File: src/rtl/modem_wake_pkg.sv
package modem_wake_pkg;
  localparam int LINE_CNT = 4;
  localparam int RI_IDX = 2;

  typedef struct packed {
    logic [LINE_CNT-1:0] lineEv;
    logic                startEv;
  } evStrobe_t;
endpackage

File: src/rtl/modem_edge_dp.sv
module modem_edge_dp
  import modem_wake_pkg::*;
#(
  parameter int NLINES = LINE_CNT,
  parameter int FALL_ONLY_IDX = RI_IDX
) (
  input  logic              clk,
  input  logic              rstN,
  input  logic [NLINES-1:0] lines,
  input  logic              serialIn,
  output evStrobe_t         ev
);
  logic [NLINES-1:0] lineQ;
  logic [NLINES-1:0] evRaw;
  logic              serialQ;
  logic              primed;

  always_ff @(posedge clk or negedge rstN) begin
    if (!rstN) begin
      lineQ   <= '0;
      serialQ <= 1'b1;
      primed  <= 1'b0;
    end else begin
      lineQ   <= lines;
      serialQ <= serialIn;
      primed  <= 1'b1;
    end
  end

  for (genvar i = 0; i < NLINES; i++) begin : g_det
    if (i == FALL_ONLY_IDX) begin : g_fall
      assign evRaw[i] = lineQ[i] & ~lines[i];
    end else begin : g_any
      assign evRaw[i] = lineQ[i] ^ lines[i];
    end
  end

  always_comb begin
    ev.lineEv  = primed ? evRaw : '0;
    ev.startEv = primed & serialQ & ~serialIn;
  end
endmodule

File: src/rtl/wake_req_ctl.sv
module wake_req_ctl
  import modem_wake_pkg::*;
#(
  parameter int NLINES = LINE_CNT,
  parameter int START_MASK_BIT = 5
) (
  input  logic              clk,
  input  logic              rstN,
  input  evStrobe_t         ev,
  input  logic [NLINES-1:0] lineMask,
  input  logic              startMask,
  input  logic              modemIntEn,
  input  logic              inD2,
  input  logic              sleeping,
  input  logic              pmeAck,
  output logic              modemIrq,
  output logic              pmeN,
  output logic              wakeReq
);
  logic modemEv;
  logic startLive;
  logic pmeSet;
  logic pmeHeld;

  assign modemEv   = |(ev.lineEv & ~lineMask);
  assign startLive = ev.startEv & ~startMask;
  assign pmeSet    = inD2 & (modemEv | startLive);

  always_ff @(posedge clk or negedge rstN) begin
    if (!rstN) begin
      modemIrq <= 1'b0;
      wakeReq  <= 1'b0;
      pmeHeld  <= 1'b0;
    end else begin
      modemIrq <= modemEv & modemIntEn;
      wakeReq  <= modemEv & sleeping;
      if (pmeSet)      pmeHeld <= 1'b1;
      else if (pmeAck) pmeHeld <= 1'b0;
    end
  end

  assign pmeN = ~pmeHeld;
endmodule

File: src/rtl/modem_wake_mask.sv
module modem_wake_mask
  import modem_wake_pkg::*;
#(
  parameter int MASK_W = 8,
  parameter int START_MASK_BIT = 5
) (
  input  logic              clk,
  input  logic              rstN,
  input  logic              ctsIn,
  input  logic              dsrIn,
  input  logic              riIn,
  input  logic              dcdIn,
  input  logic              serialIn,
  input  logic [MASK_W-1:0] maskReg,
  input  logic              modemIntEn,
  input  logic              inD2,
  input  logic              sleeping,
  input  logic              pmeAck,
  output logic              modemIrq,
  output logic              pmeN,
  output logic              wakeReq
);
  evStrobe_t           ev;
  logic [LINE_CNT-1:0] lineVec;
  logic                unusedMaskBits;

  assign lineVec = {dcdIn, riIn, dsrIn, ctsIn};
  assign unusedMaskBits = ^{maskReg[MASK_W-1:START_MASK_BIT+1], maskReg[START_MASK_BIT-1:LINE_CNT]};

  modem_edge_dp #(.NLINES(LINE_CNT), .FALL_ONLY_IDX(RI_IDX)) dp_i (
    .clk(clk), .rstN(rstN), .lines(lineVec), .serialIn(serialIn), .ev(ev)
  );

  wake_req_ctl #(.NLINES(LINE_CNT), .START_MASK_BIT(START_MASK_BIT)) ctl_i (
    .clk(clk), .rstN(rstN), .ev(ev),
    .lineMask(maskReg[LINE_CNT-1:0]), .startMask(maskReg[START_MASK_BIT]),
    .modemIntEn(modemIntEn), .inD2(inD2), .sleeping(sleeping), .pmeAck(pmeAck),
    .modemIrq(modemIrq), .pmeN(pmeN), .wakeReq(wakeReq)
  );
endmodule

File: config.mk
export PLATFORM = sky130hd
export DESIGN_NAME = modem_wake_mask
export DESIGN_NICKNAME = d
export VERILOG_FILES = /design/src/rtl/modem_wake_pkg.sv /design/src/rtl/modem_edge_dp.sv /design/src/rtl/wake_req_ctl.sv /design/src/rtl/modem_wake_mask.sv
export SDC_FILE = /design/constraint.sdc
export NUM_CORES = 1
export LEC_CHECK = 0
export ABC_AREA = 1
export CELL_PAD_IN_SITES_DETAIL_PLACEMENT = 1
export CELL_PAD_IN_SITES_GLOBAL_PLACEMENT = 1
export CORE_AREA = 2 2 42 44
export DETAILED_ROUTE_END_ITERATION = 8
export DIE_AREA = 0 0 44 46
export PLACE_DENSITY = 0.85
export SLEW_MARGIN = 20
export SYNTH_ARGS = -nofsm -noshare
export SYNTH_HDL_FRONTEND = slang
export SYNTH_SLANG_ARGS = --single-unit
File: constraint.sdc
create_clock -name clk -period 2.95 [get_ports clk]
set_input_delay 0.59 -clock clk [delete_from_list [all_inputs] [get_ports clk]]
set_output_delay 0.59 -clock clk [all_outputs]
set_load 0.01 [all_outputs]
==> report_table.html <==
<table>
<tr><th>Metric</th><th>Value</th></tr>
<tr><th colspan="2">Status</th></tr>
<tr><td>Run status</td><td>finished clean</td></tr>
<tr><th colspan="2">Clocking</th></tr>
<tr><td>Number of H-tree levels</td><td>1</td></tr>
<tr><td>CTS clk-pin slew, worst paths</td><td>about 0.06 ns</td></tr>
<tr><td>Post-CTS Setup Repair Bufs</td><td>0</td></tr>
<tr><td>Num Clock Sinks</td><td>9</td></tr>
<tr><td>Worst-Skew Late Latency</td><td>about 0.25 ns</td></tr>
<tr><td>TritonCTS clock tree</td><td>built</td></tr>
<tr><td>Number of resized instances in the post-cts repair step</td><td>0</td></tr>
<tr><td>Bufs on Longest Clock Path</td><td>2</td></tr>
<tr><td>Master cell of the clock root buffer</td><td>sky130_fd_sc_hd__clkbuf_4</td></tr>
<tr><td>Hold-fix buffers, CTS</td><td>0</td></tr>
<tr><td>Num CTS Buffers</td><td>3</td></tr>
<tr><th colspan="2">Critical path</th></tr>
<tr><td>Critical path endpoint category</td><td>primary output</td></tr>
<tr><td>Number of cells traversed by the worst register-to-register path</td><td>8</td></tr>
<tr><td>Data required time of the critical path</td><td>2.36 ns</td></tr>
<tr><td>Endpoint of the most critical register-to-register path</td><td>ctl_i.pmeHeld$_DFFE_PN0P_</td></tr>
<tr><td>Worst Setup EP</td><td>pmeN</td></tr>
<tr><td>Startpoint Class</td><td>flip-flop</td></tr>
<tr><td>R2R setup slack</td><td>1.93 ns</td></tr>
<tr><td>Critical path origin</td><td>ctl_i.pmeHeld$_DFFE_PN0P_</td></tr>
<tr><td>Worst flop-to-flop path startpoint</td><td>dp_i.lineQ[0]$_DFF_PN0_</td></tr>
<tr><td>Critical path data arrival time</td><td>between 1 and 1.5 ns</td></tr>
<tr><td>Category of the most critical setup path</td><td>reg -&gt; out</td></tr>
<tr><td>Biggest fanout along the worst timing path</td><td>2</td></tr>
<tr><th colspan="2">Power and ir drop</th></tr>
<tr><td>Part of the total power dissipated in combinational logic</td><td>~18%</td></tr>
<tr><td>Total net switching power</td><td>between 0.06 and 0.07 mW</td></tr>
<tr><td>Leakage power</td><td>approximately 0.32 nW</td></tr>
<tr><td>Total power</td><td>0.278 mW</td></tr>
<tr><td>Switching share of power</td><td>~23%</td></tr>
<tr><td>Fraction of power consumed by sequential logic</td><td>48.7%</td></tr>
<tr><td>Power Density</td><td>about 460 nW/um^2</td></tr>
<tr><td>Clock network fraction of design power</td><td>between 30% and 40%</td></tr>
<tr><td>Pint</td><td>roughly 0.21 mW</td></tr>
<tr><td>Max rail drop VDD</td><td>~0.23 mV</td></tr>
<tr><th colspan="2">STA</th></tr>
<tr><td>Count of final hold-check violations</td><td>0</td></tr>
<tr><td>Post-route fraction of the period consumed by the critical path</td><td>~60%</td></tr>
<tr><td>Worst Clk Skew</td><td>a little over 0.005 ns</td></tr>
<tr><td>Maximum frequency from static timing analysis</td><td>561 MHz</td></tr>
<tr><td>Hold slack</td><td>between 0.5 and 0.6 ns</td></tr>
<tr><td>Setup total negative slack</td><td>0 ns</td></tr>
<tr><td>Setup repair after global routing missed its margin</td><td>false</td></tr>
<tr><td>Final Setup Violations</td><td>0</td></tr>
<tr><td>Time the final worst path needs with I/O delays and setup</td><td>~1.8 ns</td></tr>
<tr><td>Number of pins exceeding their max-slew limit in the final report</td><td>0</td></tr>
<tr><th colspan="2">Die</th></tr>
<tr><td>Row count</td><td>15</td></tr>
<tr><td>Overall die area</td><td>around 2000 um^2</td></tr>
<tr><td>Initial core utilization</td><td>approximately a quarter</td></tr>
<tr><td>Chip width</td><td>44 um</td></tr>
<tr><td>Top Ports</td><td>22</td></tr>
<tr><td>Placeable core area</td><td>about 1600 um^2</td></tr>
<tr><td>Chip height</td><td>~46 um</td></tr>
<tr><th colspan="2">Global routing</th></tr>
<tr><td>Final global-route overflow total</td><td>0</td></tr>
<tr><td>Global routing usage summed across all routing layers</td><td>between 9 and 10%</td></tr>
<tr><td>Wire length of the first global-routing pass</td><td>1330 um</td></tr>
<tr><td>Vias in the first global route</td><td>about 350</td></tr>
<tr><td>Pin count of the biggest net entering global routing</td><td>10</td></tr>
<tr><td>Initial antenna violation count</td><td>0</td></tr>
<tr><th colspan="2">Routing</th></tr>
<tr><td>Routed vias</td><td>between 300 and 400</td></tr>
<tr><td>Remaining number of nets flagged by the antenna check after routing</td><td>0</td></tr>
<tr><td>Via count normalized by instance count</td><td>4.14</td></tr>
<tr><td>Drt pass-1 iters</td><td>4</td></tr>
<tr><td>Final routed DRC violation total</td><td>0</td></tr>
<tr><td>Average routed wire per standard cell</td><td>a little under 10 um</td></tr>
<tr><td>Starting DRC count in detailed routing</td><td>5</td></tr>
<tr><td>Total Wirelength</td><td>roughly 830 um</td></tr>
<tr><th colspan="2">Synth</th></tr>
<tr><td>Average cell area after synthesis</td><td>8.40 um^2</td></tr>
<tr><td>Top cells by area in the synthesized netlist</td><td>sky130_fd_sc_hd__dfrtp_1, sky130_fd_sc_hd__inv_1, sky130_fd_sc_hd__nand2_1, sky130_fd_sc_hd__dfstp_2, sky130_fd_sc_hd__nand4_1</td></tr>
<tr><td>Library cell occupying the most area in the post-synthesis netlist</td><td>sky130_fd_sc_hd__dfrtp_1</td></tr>
<tr><td>Total standard cell area after synthesis</td><td>378 um^2</td></tr>
<tr><td>Portion of synthesized cell area occupied by the leading cell type</td><td>approximately 53%</td></tr>
<tr><td>Number of warnings printed during yosys synthesis</td><td>0</td></tr>
<tr><td>Sequential cell area fraction in the yosys report</td><td>between 50% and 60%</td></tr>
<tr><td>Cell variety after synth</td><td>10</td></tr>
<tr><td>Synthesized instance count</td><td>45</td></tr>
<tr><td>Flip-flop and latch count after synthesis</td><td>9</td></tr>
<tr><td>Synthesized net count</td><td>64</td></tr>
<tr><th colspan="2">Placed design</th></tr>
<tr><td>Number of input and output port buffers inserted</td><td>18</td></tr>
<tr><td>Post-detailed-placement half-perimeter wirelength</td><td>a little over 700 um</td></tr>
<tr><td>Routability congestion estimate from global placement</td><td>0.610</td></tr>
<tr><th colspan="2">Finish</th></tr>
<tr><td>Final antenna diode count</td><td>0</td></tr>
<tr><td>Nets</td><td>87</td></tr>
<tr><td>Layout cell share with drive strength beyond 1</td><td>8.96%</td></tr>
<tr><td>Synthesis-to-layout area growth</td><td>60.3%</td></tr>
<tr><th colspan="2">Worst hold path</th></tr>
<tr><td>Class of the tightest hold or removal check</td><td>reg -&gt; reg</td></tr>
<tr><th colspan="2">Job</th></tr>
<tr><td>Max-Cap Viols</td><td>0</td></tr>
</table>
[worst min-delay path by stage]
stage | startpoint | to | slack (ns) | cells past startpoint
4_1_cts | ctl_i.pmeHeld$_DFFE_PN0P_ | ctl_i.pmeHeld$_DFFE_PN0P_ | 0.61 | 3
6_report | ctl_i.pmeHeld$_DFFE_PN0P_ | ctl_i.pmeHeld$_DFFE_PN0P_ | 0.59 | 3
3_5_place_dp | ctl_i.pmeHeld$_DFFE_PN0P_ | ctl_i.pmeHeld$_DFFE_PN0P_ | 0.60 | 3
3_3_place_gp | ctl_i.pmeHeld$_DFFE_PN0P_ | ctl_i.pmeHeld$_DFFE_PN0P_ | 0.59 | 3
2_1_floorplan | rstN | ctl_i.modemIrq$_DFF_PN0_ | 0.29 | 0
5_1_grt | rstN | dp_i.lineQ[0]$_DFF_PN0_ | 0.66 | 1
[power by group through the flow]
stage | clock network, mW | registers (mW) | logic (mW)
5_1_grt | 0.101 | 0.136 | 0.0553
3_3_place_gp | 0 | 0.137 | 0.0485
6_report | 0.0935 | 0.135 | 0.0492
4_1_cts | 0.0997 | 0.136 | 0.0506
2_1_floorplan | 0 | 0.138 | 0.0147
3_5_place_dp | 0 | 0.138 | 0.0504
[layer usage]
layer	vias to the layer above	global-route usage [%]	wire length (um)	share of wire (%)
met5	-	0	0	0
met4	0	1.82	15	1.8
met3	2	2.38	49	5.9
met2	10	19.1	445	53
met1	162	8.78	322	39
li1	174	-	-	-
[worst max-delay path, cell delays in order, from the launching register on]
cell	delay (ns)
sky130_fd_sc_hd__dfrtp_1	0.36
sky130_fd_sc_hd__inv_1	0.06
sky130_fd_sc_hd__clkdlybuf4s50_1	0.53
[final cells by class]
| cell class | count | area (um^2) |
|---|---|---|
| flip-flops and latches | 9 | 226 |
| repair buffers | 18 | 180 |
| fillers | 196 | 1010 |
| inverters | 14 | 52.6 |
| well taps | 17 | 21.3 |
| multi-input cells | 22 | 98.8 |
| clock buffers | 4 | 26.3 |
[state kept, by name, summed over array words and instances, names as in the netlist]
name and count:
ctl_i.wakeReq 1, dp_i.lineQ 4, ctl_i.pmeHeld 1, ctl_i.modemIrq 1, dp_i.serialQ 1, dp_i.primed 1
[per-stage QoR]
| stage | setup WS, ns | instances | util (%) | instance area (um^2) |
|---|---|---|---|---|
| 6_report | 1.17 | 84 | 37.5 | 606 |
| 5_1_grt | 1.09 | 84 | 37.5 | 606 |
| 4_1_cts | 1.15 | 84 | 37.5 | 606 |
| 3_5_place_dp | 1.20 | 80 | 35.9 | 579 |
| 3_3_place_gp | 1.22 | 80 | 35.9 | 579 |
| 2_1_floorplan | 1.80 | 45 | - | 378 |
[logic make-up after synthesis]
kind of cell | synth area share, %
other | 0.992
flip-flops | 59.9
AND/OR/NAND/NOR | 25.2
buffers and inverters | 13.9
[synthesized netlist by cell type]
| cell type | n |
|---|---|
| sky130_fd_sc_hd__dfrtp_1 | 8 |
| sky130_fd_sc_hd__or2_2 | 1 |
| sky130_fd_sc_hd__nand2_1 | 11 |
| sky130_fd_sc_hd__conb_1 | 1 |
| sky130_fd_sc_hd__nand3_1 | 1 |
| sky130_fd_sc_hd__nor2_1 | 3 |
| sky130_fd_sc_hd__dfstp_2 | 1 |
| sky130_fd_sc_hd__inv_1 | 14 |
| sky130_fd_sc_hd__nand4_1 | 4 |
| sky130_fd_sc_hd__nor2_2 | 1 |
[placed cells by master (no fill, tap or decap)]
| cell | count |
|---|---|
| sky130_fd_sc_hd__nand4_1 | 4 |
| sky130_fd_sc_hd__dfstp_2 | 1 |
| sky130_fd_sc_hd__or2_2 | 1 |
| sky130_fd_sc_hd__clkdlybuf4s50_1 | 18 |
| sky130_fd_sc_hd__clkbuf_4 | 3 |
| sky130_fd_sc_hd__nand3_1 | 1 |
| sky130_fd_sc_hd__inv_1 | 14 |
| sky130_fd_sc_hd__clkbuf_1 | 1 |
| sky130_fd_sc_hd__nor2_1 | 3 |
| sky130_fd_sc_hd__nor2_2 | 1 |
| sky130_fd_sc_hd__conb_1 | 1 |
| sky130_fd_sc_hd__dfrtp_1 | 8 |
| sky130_fd_sc_hd__nand2_1 | 11 |
No activity file was read; power rests on OpenSTA's default activity.
